$ cat src/rtl/ptw_pkg.sv
package ptw_pkg;

  typedef enum logic [1:0] {
    ACC_READ  = 2'd0,
    ACC_WRITE = 2'd1,
    ACC_EXEC  = 2'd2,
    ACC_RSVD  = 2'd3
  } acc_t;

  typedef enum logic [1:0] {
    FLT_NONE        = 2'd0,
    FLT_DIR_ABSENT  = 2'd1,
    FLT_LEAF_ABSENT = 2'd2,
    FLT_PROT        = 2'd3
  } fault_t;

  typedef enum logic [2:0] {
    ST_IDLE,
    ST_DIR,
    ST_LEAF,
    ST_WB
  } walk_st_t;

  // Flag positions counted down from the most significant entry bit.
  localparam int FL_PRESENT = 0;
  localparam int FL_SUPER   = 1;
  localparam int FL_RD      = 2;
  localparam int FL_WR      = 3;
  localparam int FL_EX      = 4;
  localparam int FL_DIRTY   = 5;
  localparam int FL_USED    = 6;

endpackage

$ cat src/rtl/ptw_addr_gen.sv
module ptw_addr_gen #(
  parameter int ADDR_W = 32,
  parameter int PAGE_W = 12,
  parameter int IDX_W  = 10
) (
  input  logic [ADDR_W-1:0]        root,
  input  logic [ADDR_W-1:0]        vaddr,
  input  logic [ADDR_W-PAGE_W-1:0] dir_pfn,
  output logic [ADDR_W-1:0]        dir_addr,
  output logic [ADDR_W-1:0]        leaf_addr
);
  localparam int PFN_W  = ADDR_W - PAGE_W;
  localparam int HI_LSB = PAGE_W + IDX_W;
  localparam int PAD_W  = ADDR_W - IDX_W - 2;

  logic [IDX_W-1:0] hi_idx;
  logic [IDX_W-1:0] lo_idx;

  assign hi_idx    = vaddr[HI_LSB +: IDX_W];
  assign lo_idx    = vaddr[PAGE_W +: IDX_W];
  assign dir_addr  = root + {{PAD_W{1'b0}}, hi_idx, 2'b00};
  assign leaf_addr = {dir_pfn[PFN_W-1:0], {PAGE_W{1'b0}}}
                   + {{PAD_W{1'b0}}, lo_idx, 2'b00};
endmodule

$ cat src/rtl/ptw_perm_check.sv
module ptw_perm_check
  import ptw_pkg::*;
#(
  parameter int  ENT_W = 32,
  parameter bit  LEAF  = 1'b1
) (
  input  logic [ENT_W-1:0] entry,
  input  logic [1:0]       acc,
  input  logic             user,
  output fault_t           code
);
  localparam int B_P = ENT_W - 1 - FL_PRESENT;
  localparam int B_S = ENT_W - 1 - FL_SUPER;
  localparam int B_R = ENT_W - 1 - FL_RD;
  localparam int B_W = ENT_W - 1 - FL_WR;
  localparam int B_X = ENT_W - 1 - FL_EX;

  generate
    if (LEAF) begin : g_leaf
      logic allow;
      always_comb begin
        case (acc)
          ACC_READ:  allow = entry[B_R];
          ACC_WRITE: allow = entry[B_W];
          ACC_EXEC:  allow = entry[B_X];
          default:   allow = 1'b0;
        endcase
        if (!entry[B_P])             code = FLT_LEAF_ABSENT;
        else if (user && entry[B_S]) code = FLT_PROT;
        else if (!allow)             code = FLT_PROT;
        else                         code = FLT_NONE;
      end
    end else begin : g_dir
      // Directory level: only presence and the privilege bit count.
      always_comb begin
        if (!entry[B_P])             code = FLT_DIR_ABSENT;
        else if (user && entry[B_S]) code = FLT_PROT;
        else                         code = FLT_NONE;
      end
    end
  endgenerate
endmodule

$ cat src/rtl/ptw_flag_update.sv
module ptw_flag_update
  import ptw_pkg::*;
#(
  parameter int ENT_W = 32
) (
  input  logic [ENT_W-1:0] entry,
  input  logic             is_write,
  output logic [ENT_W-1:0] new_entry,
  output logic             changed
);
  localparam int B_D = ENT_W - 1 - FL_DIRTY;
  localparam int B_A = ENT_W - 1 - FL_USED;

  always_comb begin
    new_entry      = entry;
    new_entry[B_A] = 1'b1;
    if (is_write) new_entry[B_D] = 1'b1;
  end

  assign changed = (new_entry != entry);
endmodule

$ cat src/rtl/pt_walker.sv
module pt_walker
  import ptw_pkg::*;
#(
  parameter int ADDR_W = 32,
  parameter int PAGE_W = 12,
  parameter int IDX_W  = 10
) (
  input  logic              clk,
  input  logic              rst,
  input  logic [ADDR_W-1:0] root_base,
  input  logic              req_valid,
  output logic              req_ready,
  input  logic [ADDR_W-1:0] req_vaddr,
  input  logic [1:0]        req_acc,
  input  logic              req_user,
  output logic              mem_req,
  output logic              mem_we,
  output logic [ADDR_W-1:0] mem_addr,
  output logic [ADDR_W-1:0] mem_wdata,
  input  logic              mem_ack,
  input  logic [ADDR_W-1:0] mem_rdata,
  output logic              rsp_valid,
  output logic [1:0]        rsp_code,
  output logic [ADDR_W-1:0] rsp_addr
);
  localparam int PFN_W = ADDR_W - PAGE_W;
  localparam int ENT_W = ADDR_W;
  localparam int B_A   = ENT_W - 1 - FL_USED;

  walk_st_t          state_q;
  logic [ADDR_W-1:0] vaddr_q;
  logic [1:0]        acc_q;
  logic              user_q;
  logic [ADDR_W-1:0] paddr_q;

  logic              mem_req_q, mem_we_q, rsp_valid_q;
  logic [ADDR_W-1:0] mem_addr_q, mem_wdata_q, rsp_addr_q;
  fault_t            rsp_code_q;

  logic [ADDR_W-1:0] va_sel, dir_addr, leaf_addr, upd_word;
  fault_t            dir_code, leaf_code;
  logic              upd_changed;
  logic [1:0]        acc_sel;
  logic              user_sel;

  assign va_sel   = (state_q == ST_IDLE) ? req_vaddr : vaddr_q;
  assign acc_sel  = acc_q;
  assign user_sel = user_q;

  ptw_addr_gen #(.ADDR_W(ADDR_W), .PAGE_W(PAGE_W), .IDX_W(IDX_W)) u_addr (
    .root     (root_base),
    .vaddr    (va_sel),
    .dir_pfn  (mem_rdata[PFN_W-1:0]),
    .dir_addr (dir_addr),
    .leaf_addr(leaf_addr)
  );

  ptw_perm_check #(.ENT_W(ENT_W), .LEAF(1'b0)) u_dir_chk (
    .entry(mem_rdata), .acc(acc_sel), .user(user_sel), .code(dir_code)
  );

  ptw_perm_check #(.ENT_W(ENT_W), .LEAF(1'b1)) u_leaf_chk (
    .entry(mem_rdata), .acc(acc_sel), .user(user_sel), .code(leaf_code)
  );

  ptw_flag_update #(.ENT_W(ENT_W)) u_flags (
    .entry    (mem_rdata),
    .is_write (acc_q == ACC_WRITE),
    .new_entry(upd_word),
    .changed  (upd_changed)
  );

  always_ff @(posedge clk) begin
    if (rst) begin
      state_q     <= ST_IDLE;
      vaddr_q     <= '0;
      acc_q       <= '0;
      user_q      <= 1'b0;
      paddr_q     <= '0;
      mem_req_q   <= 1'b0;
      mem_we_q    <= 1'b0;
      mem_addr_q  <= '0;
      mem_wdata_q <= '0;
      rsp_valid_q <= 1'b0;
      rsp_code_q  <= FLT_NONE;
      rsp_addr_q  <= '0;
    end else begin
      rsp_valid_q <= 1'b0;
      case (state_q)
        ST_IDLE: begin
          if (req_valid) begin
            vaddr_q    <= req_vaddr;
            acc_q      <= req_acc;
            user_q     <= req_user;
            mem_req_q  <= 1'b1;
            mem_we_q   <= 1'b0;
            mem_addr_q <= dir_addr;
            state_q    <= ST_DIR;
          end
        end
        ST_DIR: begin
          if (mem_ack) begin
            if (dir_code != FLT_NONE) begin
              mem_req_q   <= 1'b0;
              rsp_valid_q <= 1'b1;
              rsp_code_q  <= dir_code;
              rsp_addr_q  <= '0;
              state_q     <= ST_IDLE;
            end else begin
              mem_addr_q <= leaf_addr;
              state_q    <= ST_LEAF;
            end
          end
        end
        ST_LEAF: begin
          if (mem_ack) begin
            if (leaf_code != FLT_NONE) begin
              mem_req_q   <= 1'b0;
              rsp_valid_q <= 1'b1;
              rsp_code_q  <= leaf_code;
              rsp_addr_q  <= '0;
              state_q     <= ST_IDLE;
            end else if (upd_changed) begin
              paddr_q     <= {mem_rdata[PFN_W-1:0], vaddr_q[PAGE_W-1:0]};
              mem_we_q    <= 1'b1;
              mem_wdata_q <= upd_word;
              state_q     <= ST_WB;
            end else begin
              mem_req_q   <= 1'b0;
              rsp_valid_q <= 1'b1;
              rsp_code_q  <= FLT_NONE;
              rsp_addr_q  <= {mem_rdata[PFN_W-1:0], vaddr_q[PAGE_W-1:0]};
              state_q     <= ST_IDLE;
            end
          end
        end
        ST_WB: begin
          if (mem_ack) begin
            mem_req_q   <= 1'b0;
            mem_we_q    <= 1'b0;
            rsp_valid_q <= 1'b1;
            rsp_code_q  <= FLT_NONE;
            rsp_addr_q  <= paddr_q;
            state_q     <= ST_IDLE;
          end
        end
        default: state_q <= ST_IDLE;
      endcase
    end
  end

  assign req_ready = (state_q == ST_IDLE);
  assign mem_req   = mem_req_q;
  assign mem_we    = mem_we_q;
  assign mem_addr  = mem_addr_q;
  assign mem_wdata = mem_wdata_q;
  assign rsp_valid = rsp_valid_q;
  assign rsp_code  = rsp_code_q;
  assign rsp_addr  = rsp_addr_q;

  // a pending access holds its address, direction and data until acknowledged.
  a_r12_req_hold: assert property (@(posedge clk) disable iff (rst)
    (mem_req && !mem_ack) |=> (mem_req && $stable(mem_addr) && $stable(mem_we) && $stable(mem_wdata)));

  // the response pulse lasts one cycle.
  a_r10_rsp_pulse: assert property (@(posedge clk) disable iff (rst)
    rsp_valid |=> !rsp_valid);

  // acceptance makes the walker busy.
  a_r10_busy_after_accept: assert property (@(posedge clk) disable iff (rst)
    (req_valid && req_ready) |=> !req_ready);

  // an idle walker has no memory access pending.
  a_r11_idle_quiet: assert property (@(posedge clk) disable iff (rst)
    req_ready |-> !mem_req);

  // every store of a leaf word carries the accessed flag.
  a_r8_wb_marks_used: assert property (@(posedge clk) disable iff (rst)
    (mem_req && mem_we) |-> mem_wdata[B_A]);

  // a fault response is never produced while a store is pending.
  a_r5_no_store_on_fault: assert property (@(posedge clk) disable iff (rst)
    (rsp_valid && rsp_code != 2'd0) |-> !mem_we);

endmodule

$ cat config.mk
export PLATFORM = sky130hd
export DESIGN_NAME = pt_walker
export DESIGN_NICKNAME = d
export VERILOG_FILES = /design/src/rtl/ptw_pkg.sv /design/src/rtl/ptw_addr_gen.sv /design/src/rtl/ptw_perm_check.sv /design/src/rtl/ptw_flag_update.sv /design/src/rtl/pt_walker.sv
export SDC_FILE = /design/constraint.sdc
export NUM_CORES = 1
export LEC_CHECK = 0
export BUFFER_PORTS_ARGS = -buffer_cell sky130_fd_sc_hd__buf_2
export CAP_MARGIN = 5
export CELL_PAD_IN_SITES_DETAIL_PLACEMENT = 0
export CELL_PAD_IN_SITES_GLOBAL_PLACEMENT = 1
export CORE_MARGIN = 2
export CORE_UTILIZATION = 41
export CTS_CLUSTER_DIAMETER = 80
export DETAILED_ROUTE_END_ITERATION = 6
export GPL_TIMING_DRIVEN = 0
export HOLD_SLACK_MARGIN = 0.06
export PLACE_DENSITY = 0.87
export SLEW_MARGIN = 20
export SYNTH_ARGS = -nofsm -noshare
export SYNTH_HDL_FRONTEND = slang
export SYNTH_HIERARCHICAL = 1
export SYNTH_SLANG_ARGS = --single-unit
$ cat constraint.sdc
create_clock -name clk -period 3.9 [get_ports clk]
set_input_delay 0.585 -clock clk [delete_from_list [all_inputs] [get_ports clk]]
set_output_delay 0.585 -clock clk [all_outputs]
set_load 0.01 [all_outputs]
After elaboration in Yosys (flattened, before gate mapping). Index checks and enable logic that the tools add are counted.

Register bits: 171. Input port bits: 103. Output and inout bits: 102. Logic and storage cells: 100.

Add/subtract/negate cells: 2. Eq/ne operators: 15. Muxes and demuxes: 54. Bitwise operators: 1. Reductions and logical operators: 16.

Operators by type and width (number): $mux 32 (10); $pmux 32 s3 (1); $add 32x12->32 (2); $pmux 32 s2 (1); $mux 2 (14); $mux 1 (18); $ne 2x2->1 const B (7); $mux 3 (4); $pmux 3 s4 (1); $reduce_and 4->1 (3); $reduce_and 6->1 (2); $pmux 1 s3 (3); $reduce_and 7->1 (1); $eq 3x2->1 const B (2); $pmux 2 s3 (1); $reduce_bool 2->1 (3); $reduce_bool 3->1 (2); $pmux 1 s4 (1); $reduce_bool 4->1 (1); $eq 3x1->1 const B (1); $logic_not 3->1 (1); $ne 3x3->1 const B (1); $eq 2x1->1 const B (1); $eq 2x2->1 const B (1); 6 further kinds (6).

Depth between registers and ports, before layout.
Depth after elaboration: 9. Gate-level depth with buffers: 14. Depth with buffers taken out: 12.

By module. The synthesis kept the hierarchy.

By module, submodules not included: pt_walker (instances 1, cells an instance 817, area each 7513.5 um2, seq. area each 3403.3 um2); ptw_addr_gen (instances 1, cells an instance 152, area each 1123.6 um2, seq. area each 0.0 um2); ptw_flag_update (instances 1, cells an instance 35, area each 251.5 um2, seq. area each 0.0 um2); ptw_perm_check at u_leaf_chk (instances 1, cells an instance 6, area each 46.3 um2, seq. area each 0.0 um2); ptw_perm_check at u_dir_chk (instances 1, cells an instance 2, area each 17.5 um2, seq. area each 0.0 um2).

Least setup slack after synthesis. No wires, ideal clock.

Kind: register to register. Start: reg state_q[0]. End: reg mem_addr_q[20] (netlist: mem_addr[20]). Setup time: 0.146 ns. Arrival time: 3.495 ns. Data required time: 3.754 ns. Slack: 0.259 ns. Cell stages (with the launch flop): 15. Path buffers: 2. Clock period less this slack: 3.641 ns. Path through: dfxtp_1 > inv_1 > ha_1 > buf_2 > buf_2 > mux2_2 > ha_1 > fa_1 > a21o_1 > a211o_1 > a211oi_4 > nor4_1 > xor2_1 > mux2i_1 > a211oi_2.

Elaborated cells between the ends (all ways): 14. Those cells by class: add/sub (2); eq/ne (4); mux (5); reduce/logical (3).

RTL lines: start, declared (RTL line pt_walker.sv:30) `walk_st_t state_q;`; start signal, assigned (RTL line pt_walker.sv:75) `state_q <= ST_IDLE;`; start signal, assigned (RTL line pt_walker.sv:98) `state_q <= ST_DIR;`; start signal, assigned (RTL line pt_walker.sv:108) `state_q <= ST_IDLE;`; $logic_not 3->1; net req_ready (RTL line pt_walker.sv:12) `output logic req_ready,`; $mux 32 (RTL line pt_walker.sv:46) `assign va_sel = (state_q == ST_IDLE) ? req_vaddr : vaddr_q;`; net va_sel[22] (RTL line pt_walker.sv:40) `logic [ADDR_W-1:0] va_sel, dir_addr, leaf_addr, upd_word;`; $add 32x12->32 (RTL line ptw_addr_gen.sv:21) `assign dir_addr = root + {{PAD_W{1'b0}}, hi_idx, 2'b00};`; net dir_addr[20] (RTL line pt_walker.sv:40); $mux 32 (RTL line pt_walker.sv:91) `if (req_valid) begin`; $pmux 32 s2 (RTL line pt_walker.sv:89) `case (state_q)`; end signal, assigned (RTL line pt_walker.sv:97) `mem_addr_q <= dir_addr;`; end signal, assigned (RTL line pt_walker.sv:110) `mem_addr_q <= leaf_addr;`; end, declared (RTL line pt_walker.sv:37) `logic [ADDR_W-1:0] mem_addr_q, mem_wdata_q, rsp_addr_q;`.

The timed path passes the listed nets, and every way through them passes these cells. The select of a mux whose other input is x is not followed. A chain may end at the register's enable or synchronous reset.

Worst setup path after layout.
Start: reg state_q[0]. End: reg mem_addr_q[26] (netlist: mem_addr[26]).

Elaborated cells between the ends (all ways): 14. Those cells by class: add/sub (2); eq/ne (4); mux (5); reduce/logical (3).

RTL lines (RTL line): $logic_not 3->1 (pt_walker.sv:46); $mux 32 (pt_walker.sv:46); net va_sel[22] (pt_walker.sv:40); $add 32x12->32 (ptw_addr_gen.sv:21); net dir_addr[26] (pt_walker.sv:40); $mux 32 (pt_walker.sv:91); $pmux 32 s2 (pt_walker.sv:89).

The timed path passes the listed nets, and every way through them passes these cells. The select of a mux whose other input is x is not followed.

==> impl.org <==
** STA
- For the pin with the worst max-slew slack, the measured transition is 865.0 ps.
- Adding up every negative setup slack in the final design gives 0 ps.
- Unrepaired setup endpoints after global routing :: no
- Final clock skew :: 7.814 ps
- Final worst-path cycle share :: 95.56%
- The hold violation total from the final report came to 0.
- Setup violations remaining at the end of the flow were counted as 0.
- Highest clock frequency the design can meet :: 0.2683 GHz
- Headroom to the max-slew limit came out at 42.33%.
- The worst path needs 3727 ps of the cycle, external delays included.
- Worst-case setup margin in the final layout :: 173.3 ps
- Final Max Slew Viols :: 0

** Floorplanning
- The initial utilization of the core area, before any placement, comes to 41.81%.
- The core region is 0.02109 mm^2.
- The initialized floorplan defines 53 standard-cell rows.
- Die outline width :: 150.6 um
- 205 I/O pins were placed.
- Die Footprint :: 0.02269 mm^2
- From bottom edge to top edge, the die measures 150.6 um.

** Finish
- Once layout is complete, the utilization of the core stands at 51.14%.
- Area grow syn2layout :: 22.31%
- Area of all sequential standard cells :: 0.003403 mm^2
- Post-route cell area :: 0.01078 mm^2
- Number of fill cells in the layout :: 2049
- Fraction of layout instances using a drive strength above 1 :: 36.89%
- In the final design database the tool counted 1334 nets.
- In the final layout, the multi-input gates occupy 0.004539 mm^2.
- Filler-free cell count of the finished design :: 1505

** Worst setup path
- The worst register-to-register path ends at mem_addr[26].
- Minimum setup slack among reg-to-reg paths :: 170 ps
- Kind of critical path :: reg2reg
- Sort of element at the end of the critical path :: flip-flop
- Worst-case reg-to-reg path depth :: 14
- At the worst endpoint, the arrival time is 4070 ps.
- The most critical setup path has its endpoint at mem_addr[26].
- Launch point of the worst path :: state_q[0]
- The worst setup path is launched from a flip-flop.
- Maximum single-stage delay on the critical path :: 460 ps
- For the worst setup path, the data required time is 4240 ps.
- Slowest-stage cell, CP :: sky130_fd_sc_hd__fa_1
- Worst flop-to-flop path startpoint :: state_q[0]
- Walking the worst path, the cells encountered are inv_1 > ha_4 > buf_6 > mux2_2 > ha_1 > fa_1 > a21o_1 > a211o_1 > a211oi_4 > buf_12 > nor4_1 > xor2_1 > mux2i_1 > a211oi_2.
- Crit-path max FO :: 10

** Synthesis
- The cell area that synthesis handed to floorplanning was 0.008817 mm^2.
- Synthesis handed over a netlist of 1000 instances.
- Syn_area_per_cell :: 8.817 um^2
- During synthesis, Yosys emitted a total of 6 warnings.

** Clock tree
- Clock sinks :: 170
- H-Tree Level Count :: 4
- Number of buffers inserted during clock tree synthesis :: 17
- Clock input transition at the sequential cells of the worst setup and hold paths :: 70 ps
- Clock latency on the worst-skew pair, taken at its later pin, is 430 ps.
- Counting along the longest clock path gives a buffer depth of 2.
- Hold_buf cts :: 0
- TritonCTS clock tree :: built
- Root buffer selected by CTS :: sky130_fd_sc_hd__clkbuf_16

** Worst hold path
- Instance count along the most critical hold path :: 3
- The worst hold path belongs to the class in2reg.

** Global route
- Number of global-route vias before repair :: 7307
- Entering global routing, the biggest net connects 17 pins.
- Overflow after GRT :: 0
- The initial antenna violation count is 1.
- Wire length of the first global-routing pass :: 39070 um
- Total Routing Usage GR :: 22.41%

** Outcome
- The run finished with clean final reports.

** Drt
- Once detail routing completed, the nets flagged for antenna violations numbered 0.
- Iter 0 DRT Violations :: 335
- The routed layout has 7632 vias.
- Summed over all layers, the routed wires come to 25340 um.
- Number of detailed-route iterations in the first pass :: 5
- After detailed routing, the number of vias per cell comes to 5.071.
- In the routed design, unresolved DRC markers number 0.
- WL per Instance :: 16.84 um

** Placed design
- After detailed placement, the total cell area comes to 0.01014 mm^2.
- After legalization and detailed placement, the total HPWL measured 18980 um.
- Counting tap cells, the placed design contains a total of 1471 instances.
- Prior to clock tree synthesis, the placed netlist has a worst setup slack of -185.9 ps.
- Placer Congestion :: 0.8804
- I/O Buffers :: 195

** Power
- Power per cell area :: 552.7 mW/mm^2
- Net switching is 35.03% of the power.
- The internal power of the cells totals 3.873 mW.
- Sequential fraction of design power :: 35.5%
- The share of total power dissipated in the clock network is 29.2%.
- Summed over all nets, the switching power comes to 2.088 mW.
- The worst-case IR drop observed on VDD is 311.0 uV.
- Total leakage power :: 4.572 nW
- Combinational cells account for 35.4% of the total power.

** Job
- Max-cap violations in this run came to 0.
[through the flow]
step	hold WS [ps]	power, mW
2_1_floorplan	433.8	3.605
3_3_place_gp	439.0	4.204
3_5_place_dp	445.4	4.231
4_1_cts	369.3	5.998
5_1_grt	373.6	6.296
6_report	381.6	5.961
[power groups by stage]
stage | Combinational [mW] | Clock, mW | Sequential (mW)
after global placement | 2.06 | 0 | 2.15
after detailed placement | 2.08 | 0 | 2.15
after global routing | 2.30 | 1.85 | 2.14
after CTS | 2.11 | 1.77 | 2.11
final | 2.11 | 1.74 | 2.12
after floorplan | 1.37 | 0 | 2.23
[layout by cell type, fill, tap and decap left out, types with 5 or more instances in the layout]
master and instances:
sky130_fd_sc_hd__buf_6 9, sky130_fd_sc_hd__buf_2 217, sky130_fd_sc_hd__nand2_1 212, sky130_fd_sc_hd__xnor2_1 5, sky130_fd_sc_hd__a211oi_2 29, sky130_fd_sc_hd__a211oi_1 5
sky130_fd_sc_hd__a21oi_1 111, sky130_fd_sc_hd__nor3_1 19, sky130_fd_sc_hd__nor2b_1 5, sky130_fd_sc_hd__nand3_1 8, sky130_fd_sc_hd__clkbuf_1 34, sky130_fd_sc_hd__xor2_1 21
sky130_fd_sc_hd__buf_4 72, sky130_fd_sc_hd__dfxtp_1 170, sky130_fd_sc_hd__inv_1 6, sky130_fd_sc_hd__mux2_2 20, sky130_fd_sc_hd__nor3_2 28, sky130_fd_sc_hd__mux2i_1 34
sky130_fd_sc_hd__nand4_1 8, sky130_fd_sc_hd__clkbuf_16 17, sky130_fd_sc_hd__a221oi_2 31, sky130_fd_sc_hd__ha_1 14, sky130_fd_sc_hd__nor2_1 79
[worst max-delay path, delay by kind of cell (launching register included)]
kind / cells / cell delay (ps)
AO/OA/AOI/OAI: 4 / 1120
multiplexers: 2 / 470
buffers and inverters: 3 / 490
AND/OR/NAND/NOR: 1 / 60
XOR/XNOR: 1 / 210
adder cells (fa/ha/maj): 3 / 940
flip-flops: 1 / 340
[flip-flops by register name, indices dropped and copies added, names as in the netlist]
| signal | cells |
|---|---|
| mem_addr | 32 |
| mem_wdata | 32 |
| paddr_q | 32 |
| rsp_addr | 32 |
| vaddr_q | 32 |
| acc_q | 2 |
| rsp_code | 2 |
| state_q | 2 |
| mem_req | 1 |
| mem_we | 1 |
| rsp_valid | 1 |
| user_q | 1 |
[layer usage]
| metal | global-route usage, % | share of wire, % | vias up |
|---|---|---|---|
| li1 | - | - | 3830 |
| met1 | 29.19 | 45 | 3569 |
| met2 | 37.57 | 48 | 204 |
| met3 | 4.364 | 5.4 | 29 |
| met4 | 6.822 | 1.9 | 0 |
| met5 | 0 | 0 | - |
[worst min path at each step]
stage,to,start
after floorplan,vaddr_q[12],vaddr_q[12]
after global placement,vaddr_q[25],vaddr_q[25]
after detailed placement,vaddr_q[16],vaddr_q[16]
after CTS,vaddr_q[3],req_vaddr[3]
after global routing,vaddr_q[1],req_vaddr[1]
final,vaddr_q[1],req_vaddr[1]
[cell type report]
type	count	share of cell area, %
sequential	170	31.56
clock buffer	21	4.270
buffer	136	8.133
timing repair buffer	196	9.235
multi-input combinational	688	42.09
clock inverter	11	1.265
antenna	2	0.04641
inverter	6	0.2088
tap	275	3.191
[repair_timing]
action / in CTS / in global routing
endpoints found under the setup margin: 10 / 20
buffers inserted: 1 / 0
pin swaps: 1 / 0
resized for setup: 3 / 2
Note: power is estimated with default switching activity, not from simulation.
